==> config.mk <==
export PLATFORM = sky130hd
export DESIGN_NAME = ir_rx_sampler
export DESIGN_NICKNAME = d
export VERILOG_FILES = /design/src/rtl/ir_rx_pkg.sv /design/src/rtl/ir_rx_sync.sv /design/src/rtl/ir_rx_tick.sv /design/src/rtl/ir_rx_rle.sv /design/src/rtl/ir_rx_fifo.sv /design/src/rtl/ir_rx_sampler.sv
export SDC_FILE = /design/constraint.sdc
export NUM_CORES = 1
export LEC_CHECK = 0
export ABC_CLOCK_PERIOD_IN_PS = 5260
export BUFFER_PORTS_ARGS = -buffer_cell sky130_fd_sc_hd__buf_2
export CAP_MARGIN = 20
export CELL_PAD_IN_SITES_DETAIL_PLACEMENT = 1
export CELL_PAD_IN_SITES_GLOBAL_PLACEMENT = 1
export CORE_UTILIZATION = 39
export CTS_CLUSTER_DIAMETER = 150
export CTS_CLUSTER_SIZE = 16
export DETAILED_ROUTE_END_ITERATION = 10
export GPL_TIMING_DRIVEN = 1
export PLACE_DENSITY_LB_ADDON = 0.1
export SKIP_CTS_REPAIR_TIMING = 1
export SLEW_MARGIN = 20
export SYNTH_ARGS = -nofsm -noshare
export SYNTH_HDL_FRONTEND = slang
export SYNTH_HIERARCHICAL = 1
export SYNTH_SLANG_ARGS = --single-unit
==> constraint.sdc <==
create_clock -name clk -period 5.26 [get_ports clk]
set_input_delay 0.263 -clock clk [delete_from_list [all_inputs] [get_ports clk]]
set_output_delay 0.263 -clock clk [all_outputs]
set_load 0.02 [all_outputs]
==> src/rtl/ir_rx_pkg.sv <==
// Shared constants of the IR run-length sampler: register addresses,
// status bit positions and the special byte codes.
package ir_rx_pkg;
    localparam int REG_AW = 3;
    localparam logic [REG_AW-1:0] A_CTRL   = 3'd0;
    localparam logic [REG_AW-1:0] A_STAT   = 3'd1;
    localparam logic [REG_AW-1:0] A_IEN    = 3'd2;
    localparam logic [REG_AW-1:0] A_LIM_HI = 3'd3;
    localparam logic [REG_AW-1:0] A_LIM_LO = 3'd4;
    localparam logic [REG_AW-1:0] A_FCTL   = 3'd5;
    localparam logic [REG_AW-1:0] A_FCNT   = 3'd6;
    localparam logic [REG_AW-1:0] A_FDATA  = 3'd7;

    localparam int ST_RDY = 7;
    localparam int ST_THR = 6;
    localparam int ST_END = 5;
    localparam int ST_OVR = 4;

    localparam int RUN_W = 7;
    localparam logic [RUN_W-1:0] RUN_MAX = '1;
    localparam logic [7:0] END_CODE = 8'h80;
endpackage

==> src/rtl/ir_rx_sync.sv <==
// Multi-flop synchronizer for the asynchronous IR input.
// Assumes the input is slow compared with the clock.
module ir_rx_sync #(
    parameter int STAGES = 2
) (
    input  logic clk,
    input  logic rst_n,
    input  logic din,
    output logic dout
);
    logic [STAGES-1:0] sh_q;

    // shift the input through the flop chain
    always_ff @(posedge clk) begin
        if (!rst_n) sh_q <= '0;
        else        sh_q <= {sh_q[STAGES-2:0], din};
    end

    assign dout = sh_q[STAGES-1];
endmodule

==> src/rtl/ir_rx_tick.sv <==
// Sample strobe generator: one-cycle tick every selected period.
// Assumes TICKS_PER_US clocks per microsecond; restarts when disabled.
module ir_rx_tick #(
    parameter int TICKS_PER_US = 250
) (
    input  logic       clk,
    input  logic       rst_n,
    input  logic       en,
    input  logic [1:0] sel,
    output logic       tick
);
    localparam int CNT_W = $clog2(100 * TICKS_PER_US + 1);
    localparam logic [CNT_W-1:0] LIM_1   = CNT_W'(1 * TICKS_PER_US - 1);
    localparam logic [CNT_W-1:0] LIM_25  = CNT_W'(25 * TICKS_PER_US - 1);
    localparam logic [CNT_W-1:0] LIM_50  = CNT_W'(50 * TICKS_PER_US - 1);
    localparam logic [CNT_W-1:0] LIM_100 = CNT_W'(100 * TICKS_PER_US - 1);

    logic [CNT_W-1:0] cnt_q;
    logic [CNT_W-1:0] lim;

    // decode the period select into a terminal count
    always_comb begin
        unique case (sel)
            2'd0:    lim = LIM_1;
            2'd1:    lim = LIM_25;
            2'd2:    lim = LIM_50;
            default: lim = LIM_100;
        endcase
    end

    assign tick = en && (cnt_q >= lim);

    // free-running period counter, cleared while disabled
    always_ff @(posedge clk) begin
        if (!rst_n || !en) cnt_q <= '0;
        else if (tick)     cnt_q <= '0;
        else               cnt_q <= cnt_q + 1'b1;
    end
endmodule

==> src/rtl/ir_rx_rle.sv <==
// Run-length encoder: turns level samples into {level, count} bytes,
// splits long runs with 0x7F-count bytes and closes a packet with the
// end byte when the space run reaches the limit. Assumes at most one
// push per tick; push and data are combinational in the tick cycle.
module ir_rx_rle
    import ir_rx_pkg::*;
(
    input  logic        clk,
    input  logic        rst_n,
    input  logic        en,
    input  logic        tick,
    input  logic        sample,
    input  logic [15:0] limit,
    output logic        push,
    output logic [7:0]  push_data
);
    logic             active_q, active_d;
    logic             lvl_q, lvl_d;
    logic [RUN_W-1:0] run_q, run_d;
    logic [15:0]      idle_q, idle_d;
    logic             end_hit;

    assign end_hit = (limit > 16'd1) && (({1'b0, idle_q} + 17'd1) == {1'b0, limit});

    // next-state and byte emission for one sample
    always_comb begin
        active_d  = active_q;
        lvl_d     = lvl_q;
        run_d     = run_q;
        idle_d    = idle_q;
        push      = 1'b0;
        push_data = 8'h00;
        if (tick && active_q) begin
            if (sample != lvl_q) begin
                push      = 1'b1;
                push_data = {lvl_q, run_q};
                lvl_d     = sample;
                run_d     = RUN_W'(1);
                idle_d    = sample ? 16'd0 : 16'd1;
            end else if (!lvl_q && end_hit) begin
                push      = 1'b1;
                push_data = END_CODE;
                active_d  = 1'b0;
                run_d     = '0;
                idle_d    = '0;
            end else begin
                if (run_q == RUN_MAX) begin
                    push      = 1'b1;
                    push_data = {lvl_q, RUN_MAX};
                    run_d     = RUN_W'(1);
                end else begin
                    run_d = run_q + 1'b1;
                end
                if (!lvl_q && idle_q != 16'hFFFF) idle_d = idle_q + 16'd1;
            end
        end else if (tick && sample) begin
            active_d = 1'b1;
            lvl_d    = 1'b1;
            run_d    = RUN_W'(1);
            idle_d   = '0;
        end
    end

    // encoder state, held idle while disabled
    always_ff @(posedge clk) begin
        if (!rst_n || !en) begin
            active_q <= 1'b0;
            lvl_q    <= 1'b0;
            run_q    <= '0;
            idle_q   <= '0;
        end else begin
            active_q <= active_d;
            lvl_q    <= lvl_d;
            run_q    <= run_d;
            idle_q   <= idle_d;
        end
    end
endmodule

==> src/rtl/ir_rx_fifo.sv <==
// Receive FIFO with occupancy count and synchronous flush.
// Assumes DEPTH is a power of two; a push is accepted when not full
// or when a pop happens in the same cycle.
module ir_rx_fifo #(
    parameter int DEPTH = 32,
    parameter int WIDTH = 8
) (
    input  logic                       clk,
    input  logic                       rst_n,
    input  logic                       clr,
    input  logic                       push,
    input  logic [WIDTH-1:0]           wdata,
    input  logic                       pop,
    output logic [WIDTH-1:0]           rdata,
    output logic [$clog2(DEPTH+1)-1:0] count,
    output logic                       full,
    output logic                       empty
);
    localparam int PW = $clog2(DEPTH);
    localparam int CW = $clog2(DEPTH + 1);

    logic [WIDTH-1:0] mem_q [DEPTH];
    logic [PW-1:0]    wp_q, rp_q;
    logic [CW-1:0]    cnt_q;
    logic             do_pop, do_push;

    assign full    = (cnt_q == CW'(DEPTH));
    assign empty   = (cnt_q == '0);
    assign do_pop  = pop && !empty;
    assign do_push = push && (!full || do_pop);
    assign rdata   = mem_q[rp_q];
    assign count   = cnt_q;

    // storage write
    always_ff @(posedge clk) begin
        if (do_push && !clr) mem_q[wp_q] <= wdata;
    end

    // pointer and count bookkeeping
    always_ff @(posedge clk) begin
        if (!rst_n || clr) begin
            wp_q  <= '0;
            rp_q  <= '0;
            cnt_q <= '0;
        end else begin
            if (do_push) wp_q <= wp_q + 1'b1;
            if (do_pop)  rp_q <= rp_q + 1'b1;
            if (do_push && !do_pop)      cnt_q <= cnt_q + 1'b1;
            else if (do_pop && !do_push) cnt_q <= cnt_q - 1'b1;
        end
    end
endmodule

==> src/rtl/ir_rx_sampler.sv <==
// IR receive run-length sampler top: synchronizer, period tick,
// encoder, receive FIFO and the host register file with status,
// enable and interrupt. Assumes single-cycle read and write strobes.
module ir_rx_sampler
    import ir_rx_pkg::*;
#(
    parameter int TICKS_PER_US = 250,
    parameter int FIFO_DEPTH   = 32,
    parameter int SYNC_STAGES  = 2
) (
    input  logic              clk,
    input  logic              rst_n,
    input  logic              ir_in,
    input  logic [REG_AW-1:0] reg_addr,
    input  logic              reg_wr,
    input  logic [7:0]        reg_wdata,
    input  logic              reg_rd,
    output logic [7:0]        reg_rdata,
    output logic              irq
);
    localparam int CW = $clog2(FIFO_DEPTH + 1);

    logic          ctrl_en, ctrl_inv;
    logic [1:0]    ctrl_sel;
    logic [7:4]    sts_q;
    logic [7:0]    ien_q;
    logic [15:0]   lim_q;
    logic [CW-1:0] thr_q;
    logic [7:0]    status_rd;

    logic          ir_sync, tick, rle_push;
    logic [7:0]    rle_data;
    logic          fifo_clr, fifo_pop, fifo_full, fifo_empty;
    logic [7:0]    fifo_rdata;
    logic [CW-1:0] fifo_cnt;
    logic          pop_eff, accept, ovr_ev, thr_ev, end_ev;
    logic [7:4]    sts_set;

    ir_rx_sync #(.STAGES(SYNC_STAGES)) u_sync (
        .clk(clk), .rst_n(rst_n), .din(ir_in), .dout(ir_sync)
    );

    ir_rx_tick #(.TICKS_PER_US(TICKS_PER_US)) u_tick (
        .clk(clk), .rst_n(rst_n), .en(ctrl_en), .sel(ctrl_sel), .tick(tick)
    );

    ir_rx_rle u_rle (
        .clk(clk), .rst_n(rst_n), .en(ctrl_en), .tick(tick),
        .sample(ir_sync ^ ctrl_inv), .limit(lim_q),
        .push(rle_push), .push_data(rle_data)
    );

    ir_rx_fifo #(.DEPTH(FIFO_DEPTH), .WIDTH(8)) u_fifo (
        .clk(clk), .rst_n(rst_n), .clr(fifo_clr),
        .push(rle_push), .wdata(rle_data), .pop(fifo_pop),
        .rdata(fifo_rdata), .count(fifo_cnt),
        .full(fifo_full), .empty(fifo_empty)
    );

    assign fifo_clr = reg_wr && (reg_addr == A_FCTL) && reg_wdata[7];
    assign fifo_pop = reg_rd && (reg_addr == A_FDATA);
    assign pop_eff  = fifo_pop && !fifo_empty;
    assign accept   = rle_push && !fifo_clr && (!fifo_full || pop_eff);
    assign ovr_ev   = rle_push && !fifo_clr && fifo_full && !pop_eff;
    assign thr_ev   = accept && !pop_eff && ((fifo_cnt + 1'b1) == thr_q);
    assign end_ev   = rle_push && (rle_data == END_CODE);

    // collect the status set events in register bit order
    always_comb begin
        sts_set         = '0;
        sts_set[ST_RDY] = accept || ovr_ev;
        sts_set[ST_THR] = thr_ev;
        sts_set[ST_END] = end_ev;
        sts_set[ST_OVR] = ovr_ev;
    end

    // control, enable, limit and threshold registers
    always_ff @(posedge clk) begin
        if (!rst_n) begin
            ctrl_en  <= 1'b0;
            ctrl_inv <= 1'b0;
            ctrl_sel <= 2'd2;
            ien_q    <= '0;
            lim_q    <= 16'h0100;
            thr_q    <= CW'(16);
        end else if (reg_wr) begin
            unique case (reg_addr)
                A_CTRL: begin
                    ctrl_en  <= reg_wdata[0];
                    ctrl_inv <= reg_wdata[1];
                    ctrl_sel <= reg_wdata[3:2];
                end
                A_IEN:    ien_q        <= reg_wdata;
                A_LIM_HI: lim_q[15:8]  <= reg_wdata;
                A_LIM_LO: lim_q[7:0]   <= reg_wdata;
                A_FCTL:   thr_q        <= reg_wdata[CW-1:0];
                default: ;
            endcase
        end
    end

    // status bits: write-one-to-clear, set events take priority
    always_ff @(posedge clk) begin
        if (!rst_n) begin
            sts_q <= '0;
        end else if (reg_wr && reg_addr == A_STAT) begin
            sts_q <= (sts_q & ~reg_wdata[7:4]) | sts_set;
        end else begin
            sts_q <= sts_q | sts_set;
        end
    end

    assign status_rd = {sts_q, 4'b0000};
    assign irq       = |(status_rd & ien_q);

    // read data mux
    always_comb begin
        unique case (reg_addr)
            A_CTRL:   reg_rdata = {4'b0000, ctrl_sel, ctrl_inv, ctrl_en};
            A_STAT:   reg_rdata = status_rd;
            A_IEN:    reg_rdata = ien_q;
            A_LIM_HI: reg_rdata = lim_q[15:8];
            A_LIM_LO: reg_rdata = lim_q[7:0];
            A_FCTL:   reg_rdata = 8'(thr_q);
            A_FCNT:   reg_rdata = 8'(fifo_cnt);
            default:  reg_rdata = fifo_empty ? 8'h00 : fifo_rdata;
        endcase
    end
endmodule


==> results.yml, run 1 <==
grt:
  grt_pass1_wl_mm: 67.2
  use_met2_pct: 33.0
  grt_use_total_pct: 20.2
  met3_usage_pct: 1.98
  grt_overflow_total: 0
  grt_antenna_before_repair: 1
  groute.layer.met1.usage_pct: 29.2
  busiest_layer: "met2"
  grt_pass1_vias: 10900
  grt_max_degree: 67
die:
  core_area_sq_um: 41300
  fp-row-count: 74
  dieWidth_um: 208
  fp.dieH_um: 208
  dieArea_sq_um: 43100
  ios: 25
  initial_core_util_pct: 39.9
power_and_ir_drop:
  comb_power_share_pct: 2.0
  p_clk_share_pct: 38.6
  power_mw: 5.02
  power.switching_mw: 1.07
  p_sw_share_pct: 21.3
  internal-power_mw: 3.95
  power_density_nw_per_um2: 278
  seq_power_share_pct: 59.4
  ir_drop_mv: 0.335
  leakage_nw: 6.38
synth:
  yosys.area.top_type: "edfxtp_1"
  yosysUniqueCellTypes: 90
  synth_commonest_cells: "256 x edfxtp_1, 104 x nor2_1, 101 x dfxtp_1"
  synth_top_area_share_pct: 46.6
  synth.avg_cell_area_sq_um: 12.8
  synth_edf_count: 256
  yosysSeqAreaShare_pct: 58.9
  synth_warnings: 6
  synth_area_sq_um: 16500
  synth-main-ff-cell: "edfxtp_1"
  ys_ff_latch: 357
  syn-num-nets: 1336
  synth_most_common_cell: "edfxtp_1"
  syn_inst: 1289
  async_flop_share_pct: 0
  yosys-top-cells-area: "edfxtp_1 47%, dfxtp_1 12%, mux2i_1 5.1%, mux4_2 4.5%, nor2_1 2.4%"
route:
  num_vias: 10500
  antenna_left: 0
  totalWireLength_mm: 43.8
  avgRoutedWirePerCell_um: 23.4
  dr.first_iter.drc_count: 705
  drc: 0
  first_pass_iters: 5
  viasPerCell: 5.64
timing:
  slew_headroom_pct: 38.8
  setup-tns-final_ns: 0
  setup_violations: 0
  slew_viol_final: 0
  finClkSkew_ns: 0.0280
  timing.final.crit_share_pct: 93.9
  rsz0062_at_grt: "no"
  hold_viol: 0
  max_freq_mhz: 202
  period_minus_slack_ns: 4.94
  tightest_slew_ns: 0.913
clock_tree:
  cts_tree: "yes"
  clk_pin_slew_ns: 0.08
  numClockSinks: 357
  clock-root-buffer: "clkbuf_16"
  clockBufferDepth: 3
  cts_made_buffers: 26
  clk_latency_ns: 0.59
  htree_levels: 1
placed_design:
  place.gp.congestion: 0.786
  io_buffer_count: 24
  placed_area_sq_um: 17300
  dp_hpwl_mm: 29.4
  placed_cells: 1818
final_layout:
  n_fill_cell: 4293
  finalNonFillerCells: 1869
  n_antenna_cell: 0
  regArea_sq_um: 9710
  multi_input_area_sq_um: 6330
  area_growth_pct: 9.76
  fin_nets: 1365
  drive_above_1_share_pct: 13.7
  fin_area_sq_um: 18100
setup_path:
  startpoint_type: "register"
  ff2ff_setup_slack_ns: 0.32
  cp_max_fo: 8
  reg2reg_depth: 19
  reg2reg_to: "u_fifo/count[5]"
  crit_arrival_ns: 5.47
  required_ns: 5.79
  worst_setup_path_end_kind: "register"
  r2r_start: "ctrl_sel[0]"
  critPathKind: "reg2reg"
outcome:
  outcome: "finished clean"
worst_hold_path:
  hp-class: "in2reg"
  holdPathEnd: "thr_q[0]"
  whs_path_depth: 3
  hp-start: "reg_wdata[0]"
job:
  maxCapViolations: 0
==> sequential cells by signal (all words and copies together), names as in the netlist, 6 cells and up, named ones only <==
| register | count |
|---|---|
| u_tick/cnt_q | 15 |
| u_rle/idle_q | 16 |
| u_fifo/mem_q | 256 |
| u_fifo/count | 6 |
| u_rle/run_q | 7 |
| thr_q | 6 |
| lim_q | 16 |
| ien_q | 8 |
==> cells in the final DEF, fill, tap and decap left out, drive strengths merged, types with 19 or more instances in the layout <==
cell type	netlist	layout
xor2	20	20
nor3	29	29
a21boi	21	21
ha	30	30
buf	40	71
clkbuf	34	45
nand2	93	93
mux2i	84	84
inv	25	25
nor2b	28	28
xnor2	29	29
mux4	34	34
o21ai	19	19
edfxtp	256	256
dfxtp	101	101
a22oi	51	51
nor2	105	105
nand3	64	64
==> metrics by stage <==
step	utilization, %	hold WS (ns)	worst slack (ns)
after global routing	43.8	0.00359	0.0395
after global placement	41.9	0.419	0.500
after floorplan	-	0.385	0.920
after CTS	43.7	-0.0815	0.308
after detailed placement	41.9	0.426	0.337
final	43.8	0.0147	0.322
==> kinds of logic (layout without fill, tap and decap cells) <==
kind of cell	count (synthesis)	in the layout	share of synthesized area, %
simple gates	418	418	13.3
flops	357	357	58.9
compound gates	213	213	9.92
mux	122	122	10.0
buf+inv	99	147	2.86
xor+xnor	49	49	2.60
fa+ha+maj	31	31	2.40
==> worst max-delay path, stage by stage (launching register included) <==
cell     delay [ns]
dfxtp_1        0.50
inv_1          0.12
ha_1           0.33
ha_1           0.34
o21ai_0        0.17
nor2_1         0.07
o31a_1         0.30
o41a_2         0.56
nand2_1        0.17
a31oi_1        0.06
buf_4          0.23
o41ai_4        0.11
inv_2          0.17
ha_1           0.28
inv_1          0.23
ha_1           0.30
and3_1         0.20
o41ai_1        0.46
o21ai_0        0.19
nand3_1        0.09
==> layer usage <==
layer | vias to the layer above | share of wire [%]
met1 | 5357 | 48
met4 | 0 | 2.2
met3 | 47 | 2.7
li1 | 4989 | -
met2 | 147 | 47
met5 | - | 0
==> cell type report <==
| cell class | count | share of cell area [%] |
|---|---|---|
| Clock buffer | 45 | 3.99 |
| Timing Repair Buffer | 75 | 2.90 |
| Clock inverter | 2 | 0.256 |
| Inverter | 25 | 0.518 |
| Sequential cell | 357 | 53.7 |
| Tap cell | 532 | 3.68 |
| Multi-Input combinational cell | 833 | 35.0 |
==> worst max-delay path by stage <==
stage,from,to,slack [ns],cells past startpoint
detailed placement,ctrl_sel[0],u_fifo/count[5],0.34,20
floorplan,ctrl_sel[0],u_fifo/count[4],0.92,19
global route,ctrl_sel[0],u_fifo/count[5],0.04,19
finish,ctrl_sel[0],u_fifo/count[5],0.32,19
global placement,ctrl_sel[0],u_fifo/count[5],0.50,20
CTS,ctrl_sel[0],u_fifo/count[5],0.31,20
==> power by group through the flow <==
stage	clock network (mW)	registers, mW	logic [mW]
after global placement	0	3.05	0.0976
after global routing	2.09	2.99	0.109
final	1.94	2.98	0.100
after CTS	2.01	2.98	0.0982
after detailed placement	0	3.05	0.0977
after floorplan	0	3.05	0.0638
Power figures use the tool's default switching activity.
==> run 2, diff against run 1 <==
--- a/config.mk
+++ b/config.mk
@@ -12,2 +12,3 @@
 export CELL_PAD_IN_SITES_GLOBAL_PLACEMENT = 1
+export CORE_MARGIN = 3
 export CORE_UTILIZATION = 39
@@ -17,3 +18,3 @@
 export GPL_TIMING_DRIVEN = 1
-export PLACE_DENSITY_LB_ADDON = 0.1
+export PLACE_DENSITY = 0.74
 export SKIP_CTS_REPAIR_TIMING = 1
--- a/constraint.sdc
+++ b/constraint.sdc
@@ -3,2 +3,2 @@
 set_output_delay 0.263 -clock clk [all_outputs]
-set_load 0.02 [all_outputs]
+set_load 0.1 [all_outputs]
==> run 2 against run 1 <==
  * Sequential power hardly changed
  * Worst hold slack about the same
  * Fmax up 1.5%
  * Global-route usage fell by 1.2 points
  * Critical path depth is the same
  * Largest power group unchanged
  * Via count is 2.9% higher
  * Die area rose by 3.9%
  * Register-to-register slack improved by 0.07 ns
  * Sequential cell count did not move
  * Combinational power increased by 10%
  * Critical path type unchanged
==> results.yml, run 2 (synthesized netlist as in run 1, its figures left out) <==
route:
  dr_wl_met2_mm: 20.9
  first_pass_iters: 5
  dr.first_iter.drc_count: 872
  num_vias: 10900
  viasPerCell: 5.83
  routed.top_layer: "met4"
  drc: 0
  avgRoutedWirePerCell_um: 22.9
  wl_met1_mm: 18.8
  dr_wl_met3_mm: 1.60
  totalWireLength_mm: 42.5
  antenna_left: 0
timing:
  period_minus_slack_ns: 4.87
  max_freq_mhz: 205
  setup-tns-final_ns: 0
  finClkSkew_ns: 0.0171
  rsz0062_at_grt: "no"
  tightest_slew_ns: 1.01
  setup_violations: 0
  slew_viol_final: 0
  timing.final.crit_share_pct: 92.5
  hold_viol: 0
  whs_ns: 0.0145
  slew_headroom_pct: 32.5
final_layout:
  largest_reg_flops: 256
  regMostFlops: "u_fifo/mem_q"
  mostFrequentLayoutCells: "256 x edfxtp_1, 99 x dfxtp_1, 97 x nor2_1"
  layout_commonest_cell: "edfxtp_1"
  n_antenna_cell: 0
  drive_above_1_share_pct: 13.5
  area_growth_pct: 9.45
  fin_nets: 1359
  reg_top3: "u_fifo/mem_q: 256 flops, lim_q: 16 flops, u_rle/idle_q: 16 flops"
setup_path:
  path_buf_inv: 4
  critPathKind: "reg2reg"
  worst_setup_path_end_kind: "register"
  cp_max_fo: 8
  path_cells: "inv_1 -> ha_1 -> ha_1 -> o21ai_0 -> nor2_1 -> o31a_1 -> o41a_2 -> nand2_1 -> a31oi_1 -> buf_4 -> o41ai_4 -> inv_2 -> ha_1 -> inv_1 -> ha_1 -> and3_1 -> o41ai_1 -> a21o_1 -> nand3_1"
  startpoint_type: "register"
  r2r_start: "ctrl_sel[0]"
  reg2reg_depth: 19
  critPathSlowestCell: "o41a_2"
  slowest_delay_ns: 0.55
  required_ns: 5.72
  reg2reg_to: "u_fifo/count[5]"
  ff2ff_setup_slack_ns: 0.39
  crit_top_cell: "ha_1"
  critPathTopFamily: "compound AO/OA/AOI/OAI gates"
  crit_arrival_ns: 5.33
die:
  fp.dieH_um: 212
  core_area_sq_um: 41300
  ios: 25
  dieWidth_um: 212
  dieArea_sq_um: 44800
  fp-row-count: 74
  initial_core_util_pct: 39.9
clock_tree:
  clock-root-buffer: "clkbuf_16"
  cts_tree: "yes"
  clk_latency_ns: 0.58
  clockBufferDepth: 3
  cts_made_buffers: 26
  numClockSinks: 357
  clk_pin_slew_ns: 0.08
  htree_levels: 1
power_and_ir_drop:
  comb_power_share_pct: 2.2
  power.switching_mw: 1.05
  internal-power_mw: 3.95
  leakage_nw: 6.35
  seq_power_share_pct: 59.7
  power_density_nw_per_um2: 277
  p_clk_share_pct: 38.1
  p_sw_share_pct: 21.0
  ir_drop_mv: 0.292
outcome:
  outcome: "finished clean"
grt:
  grt_max_degree: 60
  grt_pass1_wl_mm: 66.7
  grt_overflow_total: 0
  grt_use_total_pct: 19.0
  grt_pass1_vias: 11300
  grt_antenna_before_repair: 0
worst_hold_path:
  hp-class: "in2reg"
  whs_path_depth: 3
  holdPathEnd: "lim_q[7]"
  hp-start: "reg_wdata[7]"
placed_design:
  io_buffer_count: 24
  place.gp.congestion: 0.820
  dp_hpwl_mm: 28.6
job:
  maxCapViolations: 0
==> run 2: cell types whose count changed in the layout (fill, tap and decap cells not counted), sizes merged <==
| cell | previous run | this run |
|---|---|---|
| buf | 71 | 67 |
| clkbuf | 45 | 44 |
| dlygate4sd3 | 4 | 2 |
==> run 2: worst max path at each step <==
stage	from	to	cells past startpoint
CTS	ctrl_sel[0]	u_fifo/count[5]	20
detailed placement	ctrl_sel[0]	u_fifo/count[5]	20
floorplan	ctrl_sel[0]	u_fifo/count[4]	19
global placement	ctrl_sel[0]	u_fifo/count[4]	20
global route	ctrl_sel[0]	u_fifo/count[5]	19
finish	ctrl_sel[0]	u_fifo/count[5]	19
==> run 2: metrics by stage <==
step                worst slack [ns]  area [sq um]  instances  util [%]  power (mW)
finish                         0.394         18100       1862      43.7        5.00
global route                  0.0533         18100       1862      43.7        5.16
CTS                            0.376         18000       1860      43.6        5.05
detailed placement             0.416         17300       1814      41.8        3.16
global placement               0.623         17300       1814      41.8        3.15
floorplan                      0.920         16500       1289         -        3.12
==> run 2: area by class of cell <==
class	instances	area (sq um)
fill	4293	23200
sequential	357	9710
multi-input combinational	833	6340
clock buffer	44	718
tap	532	666
timing repair buffer	69	475
inverter	25	93.8
clock inverter	2	46.3
==> run 2: worst reg2reg max path, stage by stage, from the launching register on <==
cell     delay [ns]
dfxtp_1        0.49
inv_1          0.11
ha_1           0.32
ha_1           0.33
o21ai_0        0.20
nor2_1         0.08
o31a_1         0.30
o41a_2         0.55
nand2_1        0.17
a31oi_1        0.06
buf_4          0.23
o41ai_4        0.11
inv_2          0.16
ha_1           0.28
inv_1          0.22
ha_1           0.29
and3_1         0.20
o41ai_1        0.46
a21o_1         0.14
nand3_1        0.06
==> run 2: power by group through the flow <==
stage | logic (mW) | registers, mW | clock network [mW]
2_1_floorplan | 0.0766 | 3.05 | 0
3_3_place_gp | 0.106 | 3.05 | 0
3_5_place_dp | 0.108 | 3.05 | 0
4_1_cts | 0.108 | 2.98 | 1.96
5_1_grt | 0.118 | 2.99 | 2.05
6_report | 0.110 | 2.99 | 1.91
==> run 2: metal layers <==
layer	track usage, %	vias up
li1	-	4982
met4	5.20	0
met2	32.1	233
met5	0	-
met1	26.2	5570
met3	2.03	65
